--- src/rtl/pterm_pkg.sv ---
// pterm_pkg
// Shared types for the product-term AND plane.
// Assumes: consumed by the mask store and the top level only.
package pterm_pkg;

    // Operation the mask store applies at the next clock edge.
    typedef enum logic [1:0] {
        STORE_HOLD  = 2'd0,
        STORE_WRITE = 2'd1,
        STORE_ERASE = 2'd2
    } store_op_e;

endpackage

--- src/rtl/pterm_line_builder.sv ---
// pterm_line_builder
// Expands the dedicated and feedback signals into literal lines: signal s
// drives line 2s true and line 2s+1 inverted. Signals 0..N_DED-1 are the
// dedicated inputs, the remaining ones the feedback inputs.
// Assumes: purely combinational, no clock.
module pterm_line_builder #(
    parameter int N_DED = 8,
    parameter int N_FB  = 8,
    localparam int N_SIG   = N_DED + N_FB,
    localparam int N_LINES = 2 * N_SIG
) (
    input  logic [N_DED-1:0]   ded_in,
    input  logic [N_FB-1:0]    fb_in,
    output logic [N_LINES-1:0] lines
);

    logic [N_SIG-1:0] sig_all;

    // Concatenate the signal sources in numbering order.
    always_comb sig_all = {fb_in, ded_in};

    for (genvar s = 0; s < N_SIG; s++) begin : g_sig
        // True literal on the even line, inverse on the odd line.
        always_comb begin
            lines[2*s]     = sig_all[s];
            lines[2*s + 1] = ~sig_all[s];
        end
    end

endmodule

--- src/rtl/pterm_mask_store.sv ---
// pterm_mask_store
// Register file of connection masks, one row per product term. One row is
// written per cycle; an erase clears every row and wins over a write.
// Assumes: synchronous active-low reset clears all rows (all connections
// open). Out-of-range row addresses are ignored.
module pterm_mask_store
    import pterm_pkg::*;
#(
    parameter int N_TERMS = 64,
    parameter int N_LINES = 32,
    localparam int ROW_W  = $clog2(N_TERMS)
) (
    input  logic                            clk,
    input  logic                            rst_n,
    input  logic                            wr_en,
    input  logic [ROW_W-1:0]                wr_row,
    input  logic [N_LINES-1:0]              wr_mask,
    input  logic                            erase,
    output logic [N_TERMS-1:0][N_LINES-1:0] masks
);

    store_op_e op;
    logic      row_ok;

    // Address range check, only built when the row count is not a power of two.
    if (N_TERMS == (2 ** ROW_W)) begin : g_full_range
        always_comb row_ok = 1'b1;
    end else begin : g_part_range
        localparam logic [ROW_W-1:0] LAST_ROW = ROW_W'(N_TERMS - 1);
        always_comb row_ok = (wr_row <= LAST_ROW);
    end

    // Decode this cycle's operation; erase has priority over a write.
    always_comb begin
        if (erase)
            op = STORE_ERASE;
        else if (wr_en && row_ok)
            op = STORE_WRITE;
        else
            op = STORE_HOLD;
    end

    for (genvar r = 0; r < N_TERMS; r++) begin : g_row
        // Update one row: reset or erase open it, a matching write loads it.
        always_ff @(posedge clk) begin
            if (!rst_n)
                masks[r] <= '0;
            else if (op == STORE_ERASE)
                masks[r] <= '0;
            else if (op == STORE_WRITE && wr_row == ROW_W'(r))
                masks[r] <= wr_mask;
        end

        AST_WRITE_LANDS: assert property (@(posedge clk) disable iff (!rst_n)
            (wr_en && !erase && wr_row == ROW_W'(r)) |=> (masks[r] == $past(wr_mask)));

        AST_OTHER_ROWS_HOLD: assert property (@(posedge clk) disable iff (!rst_n)
            (!erase && !(wr_en && wr_row == ROW_W'(r))) |=> $stable(masks[r]));
    end

    AST_ERASE_OPENS_ALL: assert property (@(posedge clk) disable iff (!rst_n)
        erase |=> (masks == '0));

    AST_RESET_OPENS_ALL: assert property (@(posedge clk)
        !rst_n |=> (masks == '0));

endmodule

--- src/rtl/pterm_and_row.sv ---
// pterm_and_row
// One product term: AND of the literal lines whose mask bit is set. An
// unselected line is forced to 1, so an empty mask yields 1 and a mask
// holding both polarities of one signal yields 0.
// Assumes: combinational, one instance per term.
module pterm_and_row #(
    parameter int N_LINES = 32
) (
    input  logic [N_LINES-1:0] lines,
    input  logic [N_LINES-1:0] mask,
    output logic               term
);

    // Mask off unconnected lines, then reduce.
    always_comb term = &(lines | ~mask);

endmodule

--- src/rtl/pterm_and_plane.sv ---
// pterm_and_plane
// Top of the programmable AND plane: builds the literal lines, holds the
// connection masks, and evaluates N_GRP groups of GRP_TERMS product terms.
// Output bit group*GRP_TERMS + term; the last term of each group is the
// auxiliary term. Output is combinational from inputs and stored masks.
// Assumes: synchronous active-low reset; row address equals output index.
module pterm_and_plane #(
    parameter int N_DED     = 8,
    parameter int N_FB      = 8,
    parameter int N_GRP     = 8,
    parameter int GRP_TERMS = 8,
    localparam int N_SIG    = N_DED + N_FB,
    localparam int N_LINES  = 2 * N_SIG,
    localparam int N_TERMS  = N_GRP * GRP_TERMS,
    localparam int ROW_W    = $clog2(N_TERMS)
) (
    input  logic               clk,
    input  logic               rst_n,
    input  logic [N_DED-1:0]   ded_in,
    input  logic [N_FB-1:0]    fb_in,
    input  logic               wr_en,
    input  logic [ROW_W-1:0]   wr_row,
    input  logic [N_LINES-1:0] wr_mask,
    input  logic               erase,
    output logic [N_TERMS-1:0] term_out
);

    logic [N_LINES-1:0]              lines;
    logic [N_TERMS-1:0][N_LINES-1:0] masks;

    // Literal line expansion.
    pterm_line_builder #(
        .N_DED (N_DED),
        .N_FB  (N_FB)
    ) u_lines (
        .ded_in (ded_in),
        .fb_in  (fb_in),
        .lines  (lines)
    );

    // Connection mask registers.
    pterm_mask_store #(
        .N_TERMS (N_TERMS),
        .N_LINES (N_LINES)
    ) u_store (
        .clk     (clk),
        .rst_n   (rst_n),
        .wr_en   (wr_en),
        .wr_row  (wr_row),
        .wr_mask (wr_mask),
        .erase   (erase),
        .masks   (masks)
    );

    // Product-term array, laid out group by group.
    for (genvar g = 0; g < N_GRP; g++) begin : g_grp
        for (genvar t = 0; t < GRP_TERMS; t++) begin : g_term
            localparam int IDX = g * GRP_TERMS + t;
            pterm_and_row #(
                .N_LINES (N_LINES)
            ) u_row (
                .lines (lines),
                .mask  (masks[IDX]),
                .term  (term_out[IDX])
            );
        end
    end

    // True when a mask selects both polarities of any one signal.
    function automatic logic has_pair(input logic [N_LINES-1:0] m);
        logic hit = 1'b0;
        for (int s = 0; s < N_SIG; s++)
            hit |= m[2*s] & m[2*s + 1];
        return hit;
    endfunction

    for (genvar i = 0; i < N_TERMS; i++) begin : g_chk
        AST_OPEN_ROW_TRUE: assert property (@(posedge clk) disable iff (!rst_n)
            (masks[i] == '0) |-> term_out[i]);

        AST_PAIR_ROW_FALSE: assert property (@(posedge clk) disable iff (!rst_n)
            has_pair(masks[i]) |-> !term_out[i]);
    end

    for (genvar s = 0; s < N_SIG; s++) begin : g_line_chk
        AST_LINE_PAIR_OPPOSED: assert property (@(posedge clk) disable iff (!rst_n)
            lines[2*s + 1] != lines[2*s]);
    end

endmodule

--- config.mk ---
export PLATFORM = sky130hd
export DESIGN_NAME = pterm_and_plane
export DESIGN_NICKNAME = d
export VERILOG_FILES = /design/src/rtl/pterm_pkg.sv /design/src/rtl/pterm_line_builder.sv /design/src/rtl/pterm_mask_store.sv /design/src/rtl/pterm_and_row.sv /design/src/rtl/pterm_and_plane.sv
export SDC_FILE = /design/constraint.sdc
export NUM_CORES = 2
export LEC_CHECK = 0
export BUFFER_PORTS_ARGS = -buffer_cell sky130_fd_sc_hd__buf_2
export CAP_MARGIN = 10
export CORE_ASPECT_RATIO = 0.7
export CORE_MARGIN = 2
export CORE_UTILIZATION = 60
export DETAILED_ROUTE_END_ITERATION = 7
export PLACE_DENSITY = 0.8
export SETUP_SLACK_MARGIN = 0.2
export SYNTH_ARGS = -nofsm -noshare
export SYNTH_HDL_FRONTEND = slang
export SYNTH_SLANG_ARGS = --single-unit
--- constraint.sdc ---
create_clock -name clk -period 3.01 [get_ports clk]
set_input_delay 0.301 -clock clk [delete_from_list [all_inputs] [get_ports clk]]
set_output_delay 0.301 -clock clk [all_outputs]
set_load 0.005 [all_outputs]
After elaboration in Yosys (flattened, before gate mapping)
Index checks and enable logic that the tools add are counted.
{"block": "classes", "add_sub_neg": 0, "n_reduce_logical": 130, "mul": 0, "muxes": 2, "n_div": 0, "eq_ne": 65, "bitwise": 145, "shift": 0, "order_cmp": 0}
{"op": "32-bit inverter", "n": 64}
{"op": "32-bit bitwise OR", "n": 64}
{"op": "32-bit AND reduction", "n": 64}
{"op": "6-bit equality test, second input constant", "n": 32}
{"op": "6-bit by 5-bit equality test with 1-bit output, second input constant", "n": 16}
{"op": "1-bit logical AND", "n": 64}
{"op": "6-bit by 4-bit equality test with 1-bit output, second input constant", "n": 8}
{"op": "6-bit by 3-bit equality test with 1-bit output, second input constant", "n": 4}
{"op": "1-bit inverter", "n": 17}
{"op": "6-bit by 2-bit equality test with 1-bit output, second input constant", "n": 2}
{"op": "6-bit by 1-bit equality test with 1-bit output, second input constant", "n": 1}
{"op": "6-bit zero test", "n": 1}
{"op": "2-bit by 1-bit equality test with 1-bit output, second input constant", "n": 1}
{"op": "2-bit equality test, second input constant", "n": 1}
{"op": "2-bit two-way mux", "n": 1}
{"op": "2-bit OR reduction", "n": 1}
{"op": "1-bit two-way mux", "n": 1}
{"block": "totals", "n_memories": 0, "ff_bits": 2048, "wordCells": 406, "latchBits": 0, "ramBits": 0, "rom_bits": 0}

Logic depth before layout (Yosys ltp)
{"block": "logic_depth", "ltp_word": 4, "ltp_mapped": 7, "depth_no_buf": 3}

Cells and area by module
Synthesis repeated with hierarchy kept, for this count alone.
{"block": "unflattened", "cells_unflattened": 10323, "hier_area_um2": 88869.0}
{"mod": "pterm_mask_store", "seq_area_each_um2": 40999.3, "cells_per_inst": 6899, "area_per_inst_um2": 72433.2, "n_inst": 1}
{"mod": "pterm_and_row", "seq_area_each_um2": 0.0, "cells_per_inst": 53, "area_per_inst_um2": 254.0, "n_inst": 64}
{"mod": "pterm_line_builder", "seq_area_each_um2": 0.0, "cells_per_inst": 32, "area_per_inst_um2": 180.2, "n_inst": 1}

Worst setup path after synthesis
No wires, ideal clock.
{"block": "synth_path", "kind": "input to output", "start": "input ded_in[1]", "end": "output term_out[32]", "path_slack_ps": 873, "arrival_time_ps": 1836, "cell_stages": 6, "path_buffers": 3, "t_required_ps": 2709, "cell_sequence": "clkbuf_1 > buf_1 > mux2i_1 > nand4_1 > nor4_1 > buf_4"}
{"block": "synth_via", "elab_chain_len": 3}
{"item": "from (decl)", "line_no": "pterm_and_plane.sv:19", "text": "input logic [N_DED-1:0] ded_in,"}
{"item": "1-bit inverter", "line_no": "pterm_line_builder.sv:26", "text": "lines[2*s + 1] = ~sig_all[s];"}
{"item": "32-bit bitwise OR *", "line_no": "pterm_and_row.sv:15", "text": "always_comb term = &(lines | ~mask);"}
{"item": "32-bit AND reduction *", "line_no": "pterm_and_row.sv:15"}
{"item": "to (decl)", "line_no": "pterm_and_plane.sv:25", "text": "output logic [N_TERMS-1:0] term_out"}
Mark *: on every way between the ends. The rest lies on a longest branch, timed or not.

Worst setup path in the final report
{"block": "layout_path", "start": "register u_store.masks[981] (netlist bit)", "end": "output term_out[30]"}
{"block": "layout_via", "elab_chain_len": 3}
{"item": "from (decl)", "line_no": "pterm_mask_store.sv:19", "text": "output logic [N_TERMS-1:0][N_LINES-1:0] masks"}
{"item": "from (signal, indexed assignment)", "line_no": "pterm_mask_store.sv:51", "text": "masks[r] <= wr_mask;"}
{"item": "32-bit inverter", "line_no": "pterm_and_row.sv:15"}
{"item": "32-bit bitwise OR", "line_no": "pterm_and_row.sv:15"}
{"item": "32-bit AND reduction", "line_no": "pterm_and_row.sv:15"}
Every way passes these cells.

==> qor.log <==
[floorplanning] placement row count 116
[clock_tree] buffer count from post-CTS setup fixing 0
[clock_tree] clock sink count 2048
[yosys] library cells used by synthesis 22
[yosys] net count of the mapped netlist 8476
[finish] registers with the most flip-flops u_store.masks x2048
[place] number of port buffers 121
[sta] achievable frequency 363 MHz
[detailed_routing] via total after detailed routing 61800
[yosys] mean instance size in the synthesized netlist 10.2 um2
[yosys] area share of the largest cell type after synthesis 47.7%
[detailed_routing] post-detailed-route DRC marker count 0
[sta] worst clock skew on the final layout 0 ns
[detailed_routing] total wirelength of the detailed-routed design 245 mm
[floorplanning] Initial Utilization 60.2%
[sta] Worst-Margin Slew 1.01 ns
[clock_tree] clk_lat worst skew 0.81 ns
[finish] flip-flop count of the largest register, all copies and words added 2048
[yosys] post-synth top area cell dfxtp_1
[floorplanning] chip height 321 um
[yosys] most frequent cell after synthesis mux2i_1
[floorplanning] num ports 122
[detailed_routing] routed length on met2 113 mm
[outcome] status complete, no violations
[clock_tree] Clk pin slew, worst setup/hold paths 0.07 ns
[detailed_routing] highest metal layer with signal wires met4
[yosys] leading cell types by total area after synthesis dfxtp_1 48%, mux2i_1 36%, nand2_1 9.3%
[grt] pin count of the biggest net entering global routing 224
[sta] post-route worst hold slack 0.0979 ns
[critical_path] maximum fanout along the worst path 2
[sta] final setup violation count 0
[yosys] number of flip-flops and latches in the synthesized netlist 2048
[sta] setup total negative slack 0 ns
[place] standard cell area after detailed placement 0.0886 mm2
[run] max-cap check violation count 0
[yosys] share of flip-flops with an asynchronous set or reset after synthesis 0%
[detailed_routing] Initial DRT Pass Iterations 6
[power] P per Cell Area 565 mW/mm2
[finish] share of final-layout standard cells stronger than drive strength 1 9.42%
[detailed_routing] count of antenna-violating nets left after detailed routing 0
[yosys] Primary FF master, synth dfxtp_1
[detailed_routing] Routed met1 length 103 mm
[floorplanning] Chip Width 456 um
[clock_tree] H-tree depth 4
[finish] register ranked first by flip-flop count u_store.masks
[power] highest ir drop seen on vdd 0.665 mV
[finish] number of nets in the final layout 8228
[grt] global routing usage summed across all routing layers 32.5%
[yosys] share of the yosys chip area belonging to registers 47.7%
[floorplanning] die area 0.146 mm2
[clock_tree] maximum root-to-sink buffer count 3
[clock_tree] hold buffers post-CTS 0
[detailed_routing] routed wire length per instance 24.0 um
[yosys] top cells by instance count after synthesis 3072 x mux2i_1, 2135 x nand2_1, 2048 x dfxtp_1
[critical_path] endpoint type of the worst setup path output pin
[grt] antenna violations before repair 3
[critical_path] kind of launch point of the worst setup path flip-flop
[finish] Layout area overhead 10.3%
[finish] post-route standard cell area excluding fillers 0.0947 mm2
[floorplanning] core outline area 0.143 mm2
[sta] count of final hold-check violations 0
[min_path] type of the worst min-delay path primary input to flip-flop
[detailed_routing] routed wire length on met3 17.9 mm
[place] placer congestion estimate 0.811
[place] detailed-placement wirelength estimate 138 mm
[detailed_routing] Detailed Route Iter0 Violations 6125
[yosys] Post-synth EDFFs 0
[grt] total global routing overflow 0
[sta] unrepaired setup endpoints after global routing false
[sta] final-report max-slew violation count 0
[critical_path] Req. time, crit path 2.71 ns
[sta] worst rel slew slack 32.2%
[yosys] synthesized instance count 8418
[clock_tree] clock root buffer clkbuf_16
[yosys] YS warnings 0
[grt] vias in the first global route 61000
[power] leakage power total 49.9 nW
[sta] period utilisation layout 91.6%
[sta] shortest period the worst path allows 2.76 ns
[critical_path] Data arrival, critical path 2.46 ns
[grt] global-route wire length before repair 368 mm
[detailed_routing] Via density 6.06
[yosys] synthesized cell area 0.0859 mm2
[clock_tree] total CTS buffers 182
[critical_path] category of the critical setup timing path flip-flop to output pin
[clock_tree] clock tree from TritonCTS yes
==> placed cells by master (no fill, tap or decap) <==
cell        count
mux2i_1      3072
nand2_1      2050
dfxtp_1      2048
nand4_1       256
clkbuf_16     186
buf_4         173
buf_2         105
buf_12         87
nor4_1         59
nand2_2        57
clkbuf_8       46
clkbuf_1       42
nand2_4        36
clkinv_2       32
buf_6          16
bufinv_16      10
inv_6           7
clkinvlp_4      6
and4b_1         5
nor4_2          4
and4bb_2        4
nor4b_2         3
clkinv_8        3
diode_2         2
nor4_4          2
nor4b_4         2
nor4bb_2        2
nor2b_4         1
and4bb_1        1
and2_2          1
and4_1          1
nor4bb_1        1
clkinv_4        1
==> kinds of logic (layout without fill, tap and decap cells) <==
| group | after synthesis | count (layout) | synth area share, % |
|---|---|---|---|
| other | 0 | 2 | 0 |
| AND/OR/NAND/NOR | 2485 | 2485 | 12.1 |
| flip-flops | 2048 | 2048 | 47.7 |
| multiplexers | 3072 | 3072 | 35.8 |
| buffers and inverters | 813 | 714 | 4.38 |
==> cell type report <==
class | instances | area (um2)
timing repair buffer | 381 | 3750
clock inverter | 59 | 624
clock buffer | 274 | 5450
sequential | 2048 | 41000
antenna | 2 | 5.00
multi-input combinational | 5557 | 41500
fill | 10600 | 47800
tap | 1888 | 2360
==> worst paths after layout <==
check                      start  slack, ns             endpoint  cells past startpoint
max           u_store.masks[981]       0.25         term_out[30]                      5
min reg2reg   u_store.masks[367]       0.46   u_store.masks[367]                      2
max reg2reg  u_store.masks[1179]       2.30  u_store.masks[1179]                      2
min                   wr_mask[1]        0.1   u_store.masks[385]                      4
==> routing by layer <==
| metal | up-vias | GRT usage (%) |
|---|---|---|
| li1 | 28200 | - |
| met1 | 30600 | 43.1 |
| met2 | 2397 | 52.9 |
| met3 | 643 | 4.56 |
| met4 | 0 | 14.5 |
| met5 | - | 0 |
==> where the power goes <==
group | leakage (nW) | internal, mW | switching (mW)
Sequential | 16.5 | 27.1 | 0.0113
Clock | 3.00 | 13.4 | 10.4
Combinational | 30.4 | 0.696 | 1.93
==> per-stage QoR <==
| stage | setup WS (ns) | total power [mW] | utilization [%] | instances |
|---|---|---|---|---|
| after floorplan | 0.873 | 29.1 | - | 8418 |
| after global placement | 0.126 | 30.2 | 62.2 | 9874 |
| after detailed placement | 0.133 | 30.3 | 62.2 | 9874 |
| after CTS | 0.202 | 53.6 | 66.5 | 10200 |
| after global routing | 0.238 | 54.8 | 66.5 | 10200 |
| final | 0.253 | 53.5 | 66.5 | 10200 |
==> worst max-delay path, stage by stage, from the launching register on <==
cell and delay, ns:
dfxtp_1 0.32, mux2i_1 0.18, nand4_1 0.16, nor4_2 0.65, buf_4 0.21, buf_2 0.11
==> repair_timing <==
item / CTS / global route
gates resized for setup: 5 / 1
cloned: 0 / 0
pin swaps: 0 / 0
hold endpoints to repair: 0 / 0
endpoints found under the setup margin: 4 / 1
(Power assumes the default switching activity.)
